[config.mk]
export PLATFORM = sky130hd
export DESIGN_NAME = shift_mac_pe
export DESIGN_NICKNAME = d
export VERILOG_FILES = /design/src/rtl/shift_mac_pkg.sv /design/src/rtl/pe_term_shift.sv /design/src/rtl/pe_mode_ctrl.sv /design/src/rtl/pe_acc_lane.sv /design/src/rtl/shift_mac_pe.sv
export SDC_FILE = /design/constraint.sdc
export NUM_CORES = 1
export LEC_CHECK = 0
export CAP_MARGIN = 40
export CORE_AREA = 4 4 132 134
export DETAILED_ROUTE_END_ITERATION = 10
export DIE_AREA = 0 0 136 138
export DONT_BUFFER_PORTS = 1
export PLACE_DENSITY_LB_ADDON = 0.08
export SLEW_MARGIN = 20
export SYNTH_ARGS = -nofsm -noshare
export SYNTH_HDL_FRONTEND = slang
export SYNTH_SLANG_ARGS = --single-unit
[constraint.sdc]
create_clock -name clk -period 19.7 [get_ports clk]
set_input_delay 4.925 -clock clk [delete_from_list [all_inputs] [get_ports clk]]
set_output_delay 4.925 -clock clk [all_outputs]
set_load 0.1 [all_outputs]
[src/rtl/shift_mac_pkg.sv]
package shift_mac_pkg;
    localparam int ACT_W  = 8;
    localparam int ACC_W  = 24;
    localparam int CODE_W = 4;
    localparam int WORD_W = 2 * CODE_W;

    typedef enum logic {
        MODE_ACCURATE   = 1'b0,
        MODE_THROUGHPUT = 1'b1
    } pe_mode_e;
endpackage

[src/rtl/pe_term_shift.sv]
module pe_term_shift #(
    parameter int ACT_W  = 8,
    parameter int ACC_W  = 24,
    parameter int CODE_W = 4
) (
    input  logic [ACT_W-1:0]        act,
    input  logic [CODE_W-1:0]       code,
    output logic signed [ACC_W-1:0] term
);
    localparam int EXP_W = CODE_W - 1;

    logic [EXP_W-1:0]        exp_f;
    logic                    neg_f;
    logic [EXP_W-1:0]        shamt;
    logic signed [ACC_W-1:0] ext;
    logic signed [ACC_W-1:0] mag;

    assign exp_f = code[EXP_W-1:0];
    assign neg_f = code[CODE_W-1];
    assign shamt = exp_f - EXP_W'(1);
    assign ext   = {{(ACC_W-ACT_W){act[ACT_W-1]}}, act};

    always_comb begin
        if (exp_f == '0) begin
            mag = '0;
        end else begin
            mag = ext <<< shamt;
        end
        term = neg_f ? -mag : mag;
    end
endmodule

[src/rtl/pe_mode_ctrl.sv]
module pe_mode_ctrl
    import shift_mac_pkg::*;
(
    input  logic     clk,
    input  logic     rst_n,
    input  logic     in_valid,
    input  logic     in_clear,
    input  logic     in_mode,
    output pe_mode_e state_q,
    output pe_mode_e eff_mode,
    output logic     lane0_en,
    output logic     lane1_en,
    output logic     lane1_zero
);
    pe_mode_e state_d;
    logic     apply;

    assign apply = in_valid && in_clear;

    always_comb begin
        state_d = state_q;
        unique case (state_q)
            MODE_ACCURATE: begin
                if (apply && in_mode) state_d = MODE_THROUGHPUT;
            end
            MODE_THROUGHPUT: begin
                if (apply && !in_mode) state_d = MODE_ACCURATE;
            end
        endcase
    end

    always_ff @(posedge clk or negedge rst_n) begin
        if (!rst_n) state_q <= MODE_ACCURATE;
        else        state_q <= state_d;
    end

    always_comb begin
        eff_mode   = apply ? pe_mode_e'(in_mode) : state_q;
        lane0_en   = in_valid;
        lane1_en   = 1'b0;
        lane1_zero = 1'b0;
        unique case (eff_mode)
            MODE_ACCURATE: begin
                lane1_en   = apply;
                lane1_zero = 1'b1;
            end
            MODE_THROUGHPUT: begin
                lane1_en   = in_valid;
                lane1_zero = 1'b0;
            end
        endcase
    end
endmodule

[src/rtl/pe_acc_lane.sv]
module pe_acc_lane #(
    parameter int ACC_W = 24
) (
    input  logic                    clk,
    input  logic                    rst_n,
    input  logic                    en,
    input  logic                    clr,
    input  logic signed [ACC_W-1:0] add_val,
    output logic signed [ACC_W-1:0] acc_q
);
    always_ff @(posedge clk or negedge rst_n) begin
        if (!rst_n) begin
            acc_q <= '0;
        end else if (en) begin
            if (clr) acc_q <= add_val;
            else     acc_q <= acc_q + add_val;
        end
    end
endmodule

[src/rtl/shift_mac_pe.sv]
module shift_mac_pe
    import shift_mac_pkg::*;
(
    input  logic              clk,
    input  logic              rst_n,
    input  logic              in_valid,
    input  logic              in_clear,
    input  logic              in_mode,
    input  logic [ACT_W-1:0]  in_act0,
    input  logic [ACT_W-1:0]  in_act1,
    input  logic [WORD_W-1:0] in_weight,
    output logic              out_valid,
    output logic [ACC_W-1:0]  out_acc0,
    output logic [ACC_W-1:0]  out_acc1,
    output logic              out_mode
);
    localparam int NTERM = WORD_W / CODE_W;

    pe_mode_e state_q;
    pe_mode_e eff_mode;
    logic     lane0_en;
    logic     lane1_en;
    logic     lane1_zero;
    logic     thr;

    logic [ACT_W-1:0]        sh_act  [NTERM];
    logic signed [ACC_W-1:0] sh_term [NTERM];
    logic signed [ACC_W-1:0] add0;
    logic signed [ACC_W-1:0] add1;
    logic signed [ACC_W-1:0] acc0_q;
    logic signed [ACC_W-1:0] acc1_q;

    pe_mode_ctrl u_ctrl (
        .clk       (clk),
        .rst_n     (rst_n),
        .in_valid  (in_valid),
        .in_clear  (in_clear),
        .in_mode   (in_mode),
        .state_q   (state_q),
        .eff_mode  (eff_mode),
        .lane0_en  (lane0_en),
        .lane1_en  (lane1_en),
        .lane1_zero(lane1_zero)
    );

    assign thr = (eff_mode == MODE_THROUGHPUT);

    // Shifter 0 always takes activation 0; shifter 1 is steered to act1 in throughput mode.
    assign sh_act[0] = in_act0;
    assign sh_act[1] = thr ? in_act1 : in_act0;

    for (genvar g = 0; g < NTERM; g++) begin : g_shift
        pe_term_shift #(
            .ACT_W (ACT_W),
            .ACC_W (ACC_W),
            .CODE_W(CODE_W)
        ) u_shift (
            .act (sh_act[g]),
            .code(in_weight[g*CODE_W +: CODE_W]),
            .term(sh_term[g])
        );
    end

    assign add0 = thr ? sh_term[0] : (sh_term[0] + sh_term[1]);
    assign add1 = lane1_zero ? '0 : sh_term[1];

    pe_acc_lane #(.ACC_W(ACC_W)) u_lane0 (
        .clk    (clk),
        .rst_n  (rst_n),
        .en     (lane0_en),
        .clr    (in_clear),
        .add_val(add0),
        .acc_q  (acc0_q)
    );

    pe_acc_lane #(.ACC_W(ACC_W)) u_lane1 (
        .clk    (clk),
        .rst_n  (rst_n),
        .en     (lane1_en),
        .clr    (in_clear),
        .add_val(add1),
        .acc_q  (acc1_q)
    );

    always_ff @(posedge clk or negedge rst_n) begin
        if (!rst_n) out_valid <= 1'b0;
        else        out_valid <= in_valid;
    end

    assign out_acc0 = acc0_q;
    assign out_acc1 = acc1_q;
    assign out_mode = state_q;
endmodule

---- Word-level counts from Yosys, hierarchy flattened ----
Cells that the tools add are included.
Widths: inputs -> output; s select.
operators by class
  $add $sub $neg .......................... 7
  shift operators ......................... 2
  multiplexer cells ....................... 15
  bitwise operators ....................... 2
  reductions and logical operators ........ 6
operators with widths
  kind                 number
  $mux 24              8
  $add 24x24->24       3
  $neg 24->24          2
  $sshl 8x3->24        2
  $mux 8               1
  $logic_not 3->1      2
  $pmux 1 s2           3
  $sub 3x1->3 const B  2
  $logic_and 1x1->1    3
  $mux 1               3
  $not 1->1            2
  $logic_not 1->1      1
word-level totals
  bits in registers ....................... 50
  input port bits ......................... 29

---- Logic depth before layout (Yosys ltp) ----
Gate-level depths: netlist of the first run.
  depth in word-level cells ............... 11
  depth in mapped cells ................... 33

---- By module ----
A second synthesis of the first run with hierarchy kept.
unflattened totals
  cell total of the unflattened synthesis .. 1164
  area, all modules ....................... 8829.7 um^2
modules (own cells, without submodules)
  module                  instances  cells an instance  area an instance (um^2)
  pe_acc_lane at u_lane1  1          297                2409.8
  pe_acc_lane at u_lane0  1          294                2393.5
  pe_term_shift           2          159                1101.1
  shift_mac_pe            1          249                1752.9
  pe_mode_ctrl            1          6                  71.3

---- Least setup slack after synthesis of the first run ----
Ideal clock, no wire load.
  path type ............................... input-to-reg
  from .................................... input in_weight[4]
  to ...................................... register u_lane0.acc_q[23]
  setup time .............................. 0.131 ns
  arrival ................................. 11.497 ns
  path slack .............................. 8.072 ns
  stages on the path ...................... 32
  buffers on the path ..................... 2
  path through ............................ buf_2 > inv_1 > ha_1 > clkbuf_1 > nor2b_1 > a22oi_1 > mux2i_1 > a2111oi_1 > a41oi_1 > or4_4 > nor2_4 > a31oi_1 > o22ai_1 > ha_1 > nand4_1 > nor2_1 > a2111oi_0 > a21boi_0 > o21a_1 > nor2_1 > xnor2_1 > mux2_2 > ha_1 > o21a_1 > o21a_1 > nand3_1 > a21oi_1 > nor3_1 > o31ai_1 > mux2_2 > o22ai_1 > mux2i_1
between the ends
  longest elaborated chain between the ends .. 9
  elaborated cells between the ends (all ways) .. 10
RTL lines
  element                 line                 text
  start: declaration      shift_mac_pe.sv:11   input logic [WORD_W-1:0] in_weight,
  $sub 3x1->3             pe_term_shift.sv:20  assign shamt = exp_f - EXP_W'(1);
  $sshl 8x3->24           pe_term_shift.sv:27  mag = ext <<< shamt;
  $mux 24 (*)             pe_term_shift.sv:24  if (exp_f == '0) begin
  $neg 24->24             pe_term_shift.sv:29  term = neg_f ? -mag : mag;
  $mux 24 (*)             pe_term_shift.sv:29
  $add 24x24->24 (*)      shift_mac_pe.sv:64   assign add0 = thr ? sh_term[0] : (sh_term[0] + sh_term[1]);
  $mux 24 (*)             shift_mac_pe.sv:64
  $add 24x24->24          pe_acc_lane.sv:16    else acc_q <= acc_q + add_val;
  $mux 24 (*)             pe_acc_lane.sv:15    if (clr) acc_q <= add_val;
  end signal: assignment  pe_acc_lane.sv:15
  end signal: assignment  pe_acc_lane.sv:16
  end: declaration        pe_acc_lane.sv:9     output logic signed [ACC_W-1:0] acc_q
Mark *: on every way between the ends. The rest lies on a longest branch, timed or not.
A chain may end at the register's enable or synchronous reset.

---- Final worst setup path of the first run ----
  from .................................... input in_clear
  to ...................................... register u_lane0.acc_q[23]
between the ends
  longest elaborated chain between the ends .. 11
RTL lines
  element             line                 text
  start: declaration  shift_mac_pe.sv:7    input logic in_clear,
  $logic_and 1x1->1   pe_mode_ctrl.sv:18   assign apply = in_valid && in_clear;
  $mux 1              pe_mode_ctrl.sv:38   eff_mode = apply ? pe_mode_e'(in_mode) : state_q;
  $mux 8              shift_mac_pe.sv:50   assign sh_act[1] = thr ? in_act1 : in_act0;
  $sshl 8x3->24       pe_term_shift.sv:27
  $mux 24             pe_term_shift.sv:24
  $neg 24->24         pe_term_shift.sv:29
  $mux 24             pe_term_shift.sv:29
  $add 24x24->24      shift_mac_pe.sv:64
  $mux 24             shift_mac_pe.sv:64
  $add 24x24->24      pe_acc_lane.sv:16
  $mux 24 (*)         pe_acc_lane.sv:15
Marked as above.

==> results of run 1 <==
layout make-up:
| type | instances | area, sq um | area share, % |
|---|---|---|---|
| sequential | 50 | 1250 | 12.6 |
| clock inverter | 3 | 43.8 | 0.442 |
| inverter | 29 | 111 | 1.12 |
| timing repair buffer | 99 | 1630 | 16.4 |
| clock buffer | 5 | 125 | 1.26 |
| multi-input combinational | 943 | 6480 | 65.3 |
| tap | 220 | 275 | 2.78 |
cell families (layout without fill, tap and decap cells):
kind of cell,after synthesis,in the layout
adders and majority gates,81,81
AOI/OAI and AO/OA,391,391
muxes,46,46
buffers and inverters,81,136
and+or+nand+nor,350,350
xor gates and xnor gates,75,75
DFF,50,50
cell usage in the layout (no fill, tap or decap), types with 34 or more instances in the layout:
| cell type | Yosys | routed |
|---|---|---|
| nor2_1 | 112 | 112 |
| a21oi_1 | 105 | 105 |
| nand2_1 | 92 | 92 |
| ha_1 | 78 | 78 |
| o21ai_0 | 73 | 73 |
| dfrtp_1 | 50 | 50 |
| buf_16 | 0 | 48 |
| xor2_1 | 40 | 40 |
| xnor2_1 | 35 | 35 |
| a21o_1 | 34 | 34 |
| nand3_1 | 34 | 34 |
worst reg2reg max path: cells and delay by family, from the launching register on:
family	cells	cell delay [ns]
compound gates	12	3.17
mux	5	1.66
simple gates	8	1.52
fa+ha+maj	2	0.70
buf+inv	1	0.44
flops	1	0.39
xor+xnor	1	0.07
power by group:
| part | internal [mW] | switching (mW) | total (mW) |
|---|---|---|---|
| Clock | 0.0603 | 0.0421 | 0.102 |
| Sequential | 0.142 | 0.0619 | 0.204 |
| Combinational | 0.567 | 0.782 | 1.35 |
| Total | 0.769 | 0.886 | 1.66 |
per-layer routing:
metal / vias to the layer above / share of wire (%) / wire, um
li1: 4080 / - / -
met1: 3867 / 46 / 10900
met2: 194 / 48 / 11500
met3: 29 / 4.0 / 956
met4: 0 / 1.5 / 361
met5: - / 0 / 0
how the worst max path moves through the flow:
stage	to	slack (ns)
floorplan	u_lane0.acc_q[23]$_DFFE_PN0P_	8.07
CTS	u_lane0.acc_q[23]$_DFFE_PN0P_	7.50
global placement	u_lane0.acc_q[23]$_DFFE_PN0P_	7.41
detailed placement	u_lane0.acc_q[23]$_DFFE_PN0P_	7.23
finish	u_lane0.acc_q[23]$_DFFE_PN0P_	7.46
global route	u_lane0.acc_q[23]$_DFFE_PN0P_	6.84
registers in the layout (all words and copies together) (netlist names), named ones only:
register / count
u_lane0.acc_q: 24
out_valid: 1
u_lane1.acc_q: 24
==> metrics.cfg, run 1 <==
[yosys]
synth_fp_nets=1184
synthMuxAreaShare_pct=7.05
netlist_area_sq_um=8050
synth_common_cells=112 x nor2_1, 105 x a21oi_1, 92 x nand2_1
synthCells=1074
synth_adder_area_share_pct=12.9
synthArstFlopShare_pct=100
ys_seq_elements=50
synth_compound_area_share_pct=31.8
ys_seq_area_share_pct=15.5
synth_top_family_by_area=compound AO/OA/AOI/OAI gates
yosysTopAreaCellShare_pct=15.5
ys.flop_type=dfrtp_1
yosys_warnings=0
synth.area.top_cells=dfrtp_1 16%, ha_1 12%, a21oi_1 6.5%, nor2_1 5.2%, o21ai_0 4.5%
avgSynthCellArea_sq_um=7.50
yosys.cell_types.count=86
yosys.area.top_type=dfrtp_1
synth-xor-area-share_pct=8.16
yosys.area_share.simple_pct=20.5
yosysMostFrequentCell=nor2_1
synth-edff-count=0

[sta]
min_period_ns=12.24
rsz0062_at_grt=false
hold-worst-slack_ns=0.602
setup-tns-final_ns=0
final_hold_viol_count=0
slew_headroom_pct=41.6
worst_slew_pin_slew_ns=0.876
fmax_mhz=81.7
timing.final.crit_share_pct=62.1
slew_viol_final=0
setup_viol=0
finalClockSkew_ns=0.0105
setup_ws_ns=7.46

[setup_path]
cp_slowest_cell=or4_4
slowest_delay_ns=0.63
r2r_end=u_lane0.acc_q[23]$_DFFE_PN0P_
cp_max_fo=88
reg2reg_slack_ns=11.65
crit_start=in_clear
worstSetupPathDepth=29
ff2ff_path_depth=29
path_buf_inv=1
path_class=in2reg
required_ns=19.88
cp.arrival_ns=12.42
cpMostUsedCell=o21a_1
cp_top_family=compound AO/OA/AOI/OAI gates
cp-start-kind=input port
endpoint_kind=flop

[floorplan]
start_util_pct=49.4
die_area_sq_um=18800
core_area_sq_um=16300
die_w_um=136
die_y_um=138
row_count=47
ios=79

[grt]
grt_overflow=0
grt_busiest_layer=met2
use_met2_pct=43.0
antenna_found_initial=0
grt_pass1_wl_um=39400
grt_pass1_vias=7816
grtUsageMet1_pct=34.1
met3_usage_pct=2.80
grt.total_usage_pct=25.1
grt_max_degree=89

[pwr]
cellPowerDensity_nw_per_um2=167
peakVddDrop_mv=0.0936
cellLeakagePower_nw=4.36
power_mw=1.66

[placement]
gp_congestion=0.895
post_dp_cell_area_sq_um=9740
preCtsSetupSlack_ns=7.23
dpl.hpwl_um=18600
io_buffers=0
placed_cells=1340

[cells_and_area]
n_antenna_cell=0
nets=1238
drive_gt1_share_pct=11.9
fillers=1448
instances_no_fill=1349
final_util_pct=60.8
syn_to_final_growth_pct=23.1
postLayoutCellArea_sq_um=9910

[routing]
drc=0
drt_iter0_drc=482
vias=8170
vias_per_cell=6.06
wl_per_cell_um=17.6
drt.antenna.violating_nets=0
wl_um=23700
drtPass1Iterations=5

[hold_path]
min_delay_worst_endpoint=u_lane1.acc_q[5]$_DFFE_PN0P_
min_from=u_lane1.acc_q[5]$_DFFE_PN0P_
hp-class=reg2reg
min_path_cells=2

[clock_network]
cts_made_buffers=5
cts_tree=built
cts_max_level=2
ctsHoldBuffers=0
cts.sinks=50
clock_path_buffers=2
clkTransAtPathRegs_ns=0.07
clock_latency_ns=0.30
cts_root_buf=clkbuf_16
postCtsSetupBuffers=0
post_cts_resized=0

[outcome]
status=finished clean

[run]
drv_cap=0

Note: power is estimated with default switching activity, not from simulation.
==> run 2: changes to the inputs <==
==> constraint.sdc (replaced) <==
create_clock -name clk -period 12.65 [get_ports clk]
set_input_delay 3.1625 -clock clk [delete_from_list [all_inputs] [get_ports clk]]
set_output_delay 3.1625 -clock clk [all_outputs]
set_load 0.1 [all_outputs]
==> run 2 against run 1 <==
Compared with the run above:
- clock power is 49% higher
- sequential share of layout area hardly changed
- critical path type unchanged
- clock skew is 0.0018 ns higher
- global-route usage is 0.096 points higher
==> metrics.cfg, run 2 (synthesis results as in run 1) <==
[outcome]
status=finished clean

[setup_path]
slowest_delay_ns=0.63  ; about the same
cpMostUsedCell=o21a_1
path_buf_inv=1  ; unchanged
cp_max_fo=88  ; unchanged
cp_top_family=compound AO/OA/AOI/OAI gates
ff2ff_path_depth=29  ; unchanged
cp_slowest_cell=or4_4
reg2reg_slack_ns=4.61  ; -7.04 ns
cp-start-kind=input port
cp.arrival_ns=10.66  ; -1.76 ns
r2r_end=u_lane0.acc_q[23]$_DFFE_PN0P_
path_class=in2reg
required_ns=12.84  ; -7.04 ns
endpoint_kind=flop

[cells_and_area]
reg.largest.list=u_lane0.acc_q x24, u_lane1.acc_q x24, out_valid x1
nets=1238  ; unchanged
drive_gt1_share_pct=11.9  ; unchanged
syn_to_final_growth_pct=23.0  ; about the same
layout_common_cells=112 x nor2_1, 105 x a21oi_1, 92 x nand2_1, 78 x ha_1, 73 x o21ai_0
n_antenna_cell=0  ; unchanged
final_common_cell=nor2_1
fillers=1450  ; +0.14%
seqCellArea_sq_um=1250  ; unchanged
instances_no_fill=1349  ; unchanged
multi_input_area_sq_um=6480  ; unchanged

[grt]
grt_overflow=0  ; unchanged
grt_pass1_wl_um=39400  ; about the same
grt_pass1_vias=7689  ; -1.6%
grt_max_degree=89  ; unchanged
antenna_found_initial=0  ; unchanged
grt.total_usage_pct=25.2  ; +0.096 points

[sta]
setup_viol=0  ; unchanged
setup_ws_ns=2.18  ; -5.28 ns
final_hold_viol_count=0  ; unchanged
finalClockSkew_ns=0.0124  ; +0.00184 ns
fmax_mhz=95.5
min_period_ns=10.47
rsz0062_at_grt=false
slew_viol_final=0  ; unchanged
setup-tns-final_ns=0  ; unchanged
timing.final.crit_share_pct=82.8
worst_slew_pin_slew_ns=0.888  ; +0.0123 ns
slew_headroom_pct=40.8  ; -0.86 points

[clock_network]
cts.sinks=50  ; unchanged
cts_max_level=2  ; unchanged
cts_made_buffers=5  ; unchanged
clock_latency_ns=0.31  ; about the same
clock_path_buffers=2  ; unchanged
postCtsSetupBuffers=0  ; unchanged
cts_tree=built
ctsHoldBuffers=0  ; unchanged
post_cts_resized=0  ; unchanged
clkTransAtPathRegs_ns=0.08  ; about the same
cts_root_buf=clkbuf_16

[routing]
vias_per_cell=6.04  ; -0.27%
drt.antenna.violating_nets=0  ; unchanged
drc=0  ; unchanged
drtPass1Iterations=5  ; unchanged
vias=8148  ; -0.27%
wl_per_cell_um=17.6  ; about the same
drt_iter0_drc=503  ; +4.4%
wl_um=23700  ; about the same

[run]
drv_cap=0  ; unchanged

[floorplan]
die_y_um=138  ; unchanged
row_count=47  ; unchanged
ios=79  ; unchanged
die_w_um=136  ; unchanged
core_area_sq_um=16300  ; unchanged
start_util_pct=49.4  ; unchanged
die_area_sq_um=18800  ; unchanged

[pwr]
peakVddDrop_mv=0.152  ; +63%
cellPowerDensity_nw_per_um2=259  ; +55%
cellLeakagePower_nw=4.36  ; about the same

[hold_path]
min_delay_worst_endpoint=u_lane1.acc_q[6]$_DFFE_PN0P_
min_path_cells=2  ; unchanged
hp-class=reg2reg
min_from=u_lane1.acc_q[6]$_DFFE_PN0P_

[placement]
dpl.hpwl_um=18700  ; +0.41%
preCtsSetupSlack_ns=1.98  ; -5.25 ns
gp_congestion=0.895  ; about the same
io_buffers=0  ; unchanged
placed_cells=1340  ; unchanged

==> run 2: cell types whose count changed in the layout (fill, tap and decap cells not counted) <==
cell       delta
clkbuf_8      +2
buf_2         -1
buf_4         +1
bufinv_16     -1
clkinv_2      -1
clkinv_4      +1
inv_6         -1
==> run 2: per-layer routing <==
metal	part of all wire, %	GRT usage (%)	vias to the layer above	wire length [um]
li1	-	-	4080	-
met1	45	34.3	3826	10800
met2	48	42.9	217	11400
met3	4.7	3.42	25	1120
met4	1.5	4.83	0	366
met5	0	0	-	0
==> run 2: final cells by class <==
| class | count | share of cell area [%] |
|---|---|---|
| timing repair buffer | 99 | 16.5 |
| tap | 220 | 2.78 |
| sequential | 50 | 12.6 |
| multi-input combinational | 943 | 65.4 |
| clock inverter | 1 | 0.0884 |
| inverter | 29 | 1.12 |
| clock buffer | 7 | 1.54 |
==> run 2: per-stage QoR <==
stage	power, mW	cell area [sq um]	util (%)	hold slack (ns)
after floorplan	1.71	8050	-	0.974
after global placement	1.93	8150	50.0	0.996
after detailed placement	2.41	9740	59.8	0.595
after CTS	2.57	9900	60.8	0.613
after global routing	2.75	9910	60.8	0.658
final	2.57	9910	60.8	0.607
==> run 2: worst min-delay path, delay by kind of cell (launching register included) <==
| family | cells | cell delay (ns) |
|---|---|---|
| DFF | 1 | 0.44 |
| and+or+nand+nor | 1 | 0.06 |
| AOI/OAI and AO/OA | 1 | 0.07 |
==> run 2: power breakdown <==
part | switching, mW | internal, mW | leakage (nW)
Combinational | 1.22 | 0.882 | 3.67
Clock | 0.0670 | 0.0848 | 0.0801
Sequential | 0.0975 | 0.221 | 0.608
Total | 1.38 | 1.19 | 4.36
==> run 2: worst max-delay path by stage <==
stage                      start                             to  slack [ns]  cells past startpoint
floorplan           in_weight[4]  u_lane0.acc_q[23]$_DFFE_PN0P_        2.78                     32
global placement        in_clear  u_lane0.acc_q[23]$_DFFE_PN0P_        2.12                     29
detailed placement      in_clear  u_lane0.acc_q[23]$_DFFE_PN0P_        1.98                     29
CTS                     in_clear  u_lane0.acc_q[23]$_DFFE_PN0P_        2.27                     29
global route            in_clear  u_lane0.acc_q[23]$_DFFE_PN0P_        1.60                     29
finish                  in_clear  u_lane0.acc_q[23]$_DFFE_PN0P_        2.18                     29
==> run 3: changes to the inputs <==
--- a/config.mk
+++ b/config.mk
@@ -5,10 +5,11 @@
 export SDC_FILE = /design/constraint.sdc
 export NUM_CORES = 1
 export LEC_CHECK = 0
+export ABC_AREA = 1
 export CAP_MARGIN = 40
-export CORE_AREA = 4 4 132 134
+export CORE_AREA = 4 4 130 132
 export DETAILED_ROUTE_END_ITERATION = 10
-export DIE_AREA = 0 0 136 138
+export DIE_AREA = 0 0 134 136
 export DONT_BUFFER_PORTS = 1
 export PLACE_DENSITY_LB_ADDON = 0.08
 export SLEW_MARGIN = 20
==> constraint.sdc (replaced) <==
create_clock -name clk -period 10.1 [get_ports clk]
set_input_delay 2.525 -clock clk [delete_from_list [all_inputs] [get_ports clk]]
set_output_delay 2.525 -clock clk [all_outputs]
set_load 0.1 [all_outputs]
==> run 3 against run 2 <==
Compared with the run above:
- utilization up 0.62 points
- setup slack got worse by 0.28 ns
- critical path type unchanged
- largest power group unchanged
- sequential share of layout area rose by 0.33 points
- critical endpoint unchanged
- combinational power is 23% higher
- register-to-register slack got worse by 0.73 ns
- clock skew decreased by 0.0056 ns
- largest cell class unchanged
- sequential cell count unchanged
- die area down 2.9%
- critical path depth grew 4
- final area decreased by 2.6%
- cell count increased by 14%
==> metrics.cfg, run 3 <==
[cells_and_area]
seqCellArea_sq_um=1250  ; unchanged
drive_gt1_share_pct=10.1  ; -1.8 points
final_util_pct=61.4  ; +0.62 points
reg.largest.list=u_lane0.acc_q x24, u_lane1.acc_q x24, out_valid x1
multi_input_area_sq_um=5780  ; -11%
fillers=1491  ; +2.8%
n_antenna_cell=0  ; unchanged
layout_common_cells=333 x nand2_1, 136 x inv_1, 115 x nor2_1, 108 x nand3_1, 99 x o21ai_0
syn_to_final_growth_pct=25.5
final_common_cell=nand2_1
nets=1437  ; +16%

[clock_network]
post_cts_resized=0  ; unchanged
clock_path_buffers=2  ; unchanged
cts_root_buf=clkbuf_16
clock_latency_ns=0.30  ; about the same
clkTransAtPathRegs_ns=0.07  ; about the same
cts.sinks=50  ; unchanged
ctsHoldBuffers=0  ; unchanged
cts_made_buffers=5  ; unchanged
cts_tree=built
cts_max_level=2  ; unchanged
postCtsSetupBuffers=0  ; unchanged

[yosys]
ys_seq_elements=50  ; unchanged
synthArstFlopShare_pct=100  ; unchanged
synth_common_cells=333 x nand2_1, 136 x inv_1, 115 x nor2_1
synth.area.top_cells=dfrtp_1 16%, nand2_1 16%, ha_1 13%, nand3_1 7.0%, inv_1 6.6%
synth_fp_nets=1360  ; +15%
synthCells=1250  ; +16%
avgSynthCellArea_sq_um=6.15  ; -18%
ys_seq_area_share_pct=16.3  ; +0.73 points
ys.flop_type=dfrtp_1
netlist_area_sq_um=7690  ; -4.5%
synth-edff-count=0  ; unchanged
yosys_warnings=0  ; unchanged
yosys.area.top_type=dfrtp_1
yosysMostFrequentCell=nand2_1
yosysTopAreaCellShare_pct=16.3  ; +0.73 points
yosys.cell_types.count=45  ; -48%

[grt]
grt_pass1_wl_um=38900  ; -1.3%
antenna_found_initial=0  ; unchanged
grt_max_degree=51  ; -43%
grt_overflow=0  ; unchanged
grt.total_usage_pct=25.9  ; +0.67 points
grt_pass1_vias=7958  ; +3.5%

[floorplan]
core_area_sq_um=15700  ; -3.5%
start_util_pct=49.0  ; -0.48 points
ios=79  ; unchanged
die_y_um=136  ; -1.4%
row_count=46  ; -2.1%
die_area_sq_um=18200  ; -2.9%
die_w_um=134  ; -1.5%

[pwr]
peakVddDrop_mv=0.174  ; +14%
cellPowerDensity_nw_per_um2=331  ; +28%
cellLeakagePower_nw=4.99  ; +15%

[sta]
setup_viol=0  ; unchanged
fmax_mhz=122
final_hold_viol_count=0  ; unchanged
finalClockSkew_ns=0.00676  ; -0.00562 ns
slew_viol_final=0  ; unchanged
worst_slew_pin_slew_ns=0.862  ; -0.0264 ns
timing.final.crit_share_pct=81.2
rsz0062_at_grt=false
min_period_ns=8.20
setup-tns-final_ns=0  ; unchanged
slew_headroom_pct=42.6  ; +1.8 points

[routing]
drc=0  ; unchanged
drt_iter0_drc=588  ; +17%
wl_per_cell_um=15.0  ; -15%
vias_per_cell=5.39  ; -11%
drtPass1Iterations=6  ; +1
vias=8323  ; +2.1%
drt.antenna.violating_nets=0  ; unchanged
wl_um=23200  ; -2.3%

[setup_path]
required_ns=10.30  ; -2.54 ns
path_buf_inv=3  ; +2
cp_top_family=simple AND/OR/NAND/NOR gates
endpoint_kind=flop
path_class=in2reg
cp_slowest_cell=o21ai_0
cp.arrival_ns=8.40  ; -2.26 ns
slowest_delay_ns=0.45  ; -0.18 ns
cpMostUsedCell=nand2_1
cp-start-kind=input port
cp_max_fo=12  ; -86%

[placement]
gp_congestion=0.929  ; +3.8%
io_buffers=0  ; unchanged
dpl.hpwl_um=18800  ; +0.78%

[outcome]
status=finished clean

[run]
drv_cap=0  ; unchanged

[hold_path]
hp-class=reg2reg

==> run 3: changes by cell type in the layout (fill, tap and decap cells not counted), moves of 16 or more <==
cell     delta
o21a_1     -24
inv_1     +109
nand2_2    +17
nand2_1   +241
a21o_1     -22
nand3_1    +74
mux2i_1    -23
mux2_2     -16
xnor2_1    -16
o21ai_0    +26
and2_1     -23
==> run 3: final timing paths <==
path / cells past startpoint / slack, ns / start / to
max: 33 / 1.90 / in_weight[4] / u_lane0.acc_q[23]$_DFFE_PN0P_
min: 2 / 0.64 / u_lane1.acc_q[7]$_DFFE_PN0P_ / u_lane1.acc_q[7]$_DFFE_PN0P_
max reg2reg: 35 / 3.88 / flop / u_lane0.acc_q[23]$_DFFE_PN0P_
min reg2reg: 2 / 0.64 / u_lane1.acc_q[7]$_DFFE_PN0P_ / u_lane1.acc_q[7]$_DFFE_PN0P_
max in group asynchronous: 0 / 8.08 / rst_n / u_lane0.acc_q[4]$_DFFE_PN0P_
min in group asynchronous: 0 / 1.91 / rst_n / u_lane1.acc_q[21]$_DFFE_PN0P_
==> run 3: power breakdown <==
group,internal (mW),total [mW],switching [mW]
clock network,0.113,0.197,0.0844
logic,1.00,2.59,1.59
registers,0.279,0.402,0.124
==> run 3: layout make-up <==
cell class,instances,share of cell area [%]
multi-input cells,1032,59.9
repair buffers,99,17.2
flip-flops and latches,50,13.0
inverters,139,5.40
well taps,216,2.80
clock buffers,8,1.72
==> run 3: per-stage QoR <==
stage	total power, mW	cells	cell area [sq um]	setup slack, ns	hold slack [ns]
final	3.19	1544	9650	1.90	0.636
after global routing	3.43	1544	9650	1.16	0.658
after CTS	3.19	1542	9620	1.98	0.635
after detailed placement	2.98	1534	9450	1.67	0.615
after global placement	2.38	1440	7850	1.70	1.03
after floorplan	2.08	1250	7690	2.47	0.997
==> run 3: cell families (layout without fill, tap and decap cells) <==
kind of cell | after synthesis | count (layout) | share of synthesized area, %
AND/OR/NAND/NOR | 628 | 628 | 35.5
XOR/XNOR | 60 | 60 | 7.22
AO/OA/AOI/OAI | 263 | 263 | 19.0
buffers and inverters | 168 | 246 | 8.62
flip-flops | 50 | 50 | 16.3
adder cells (fa/ha/maj) | 81 | 81 | 13.5
==> run 3: layer usage <==
layer  wire length, um  vias up  global-route usage [%]
met3              1110       32                    3.40
met2             10900      223                    44.8
met1             10800     3757                    34.5
li1                  -     4311                       -
met4               414        0                    5.83
met5                 0        -                       0
==> run 3: worst reg2reg max path: cells and delay by family (launching register included) <==
kind	cells	cell delay [ns]
xor gates and xnor gates	1	0.17
and+or+nand+nor	21	2.73
AOI/OAI and AO/OA	8	1.72
adders and majority gates	2	0.60
DFF	1	0.52
buffers and inverters	3	0.39
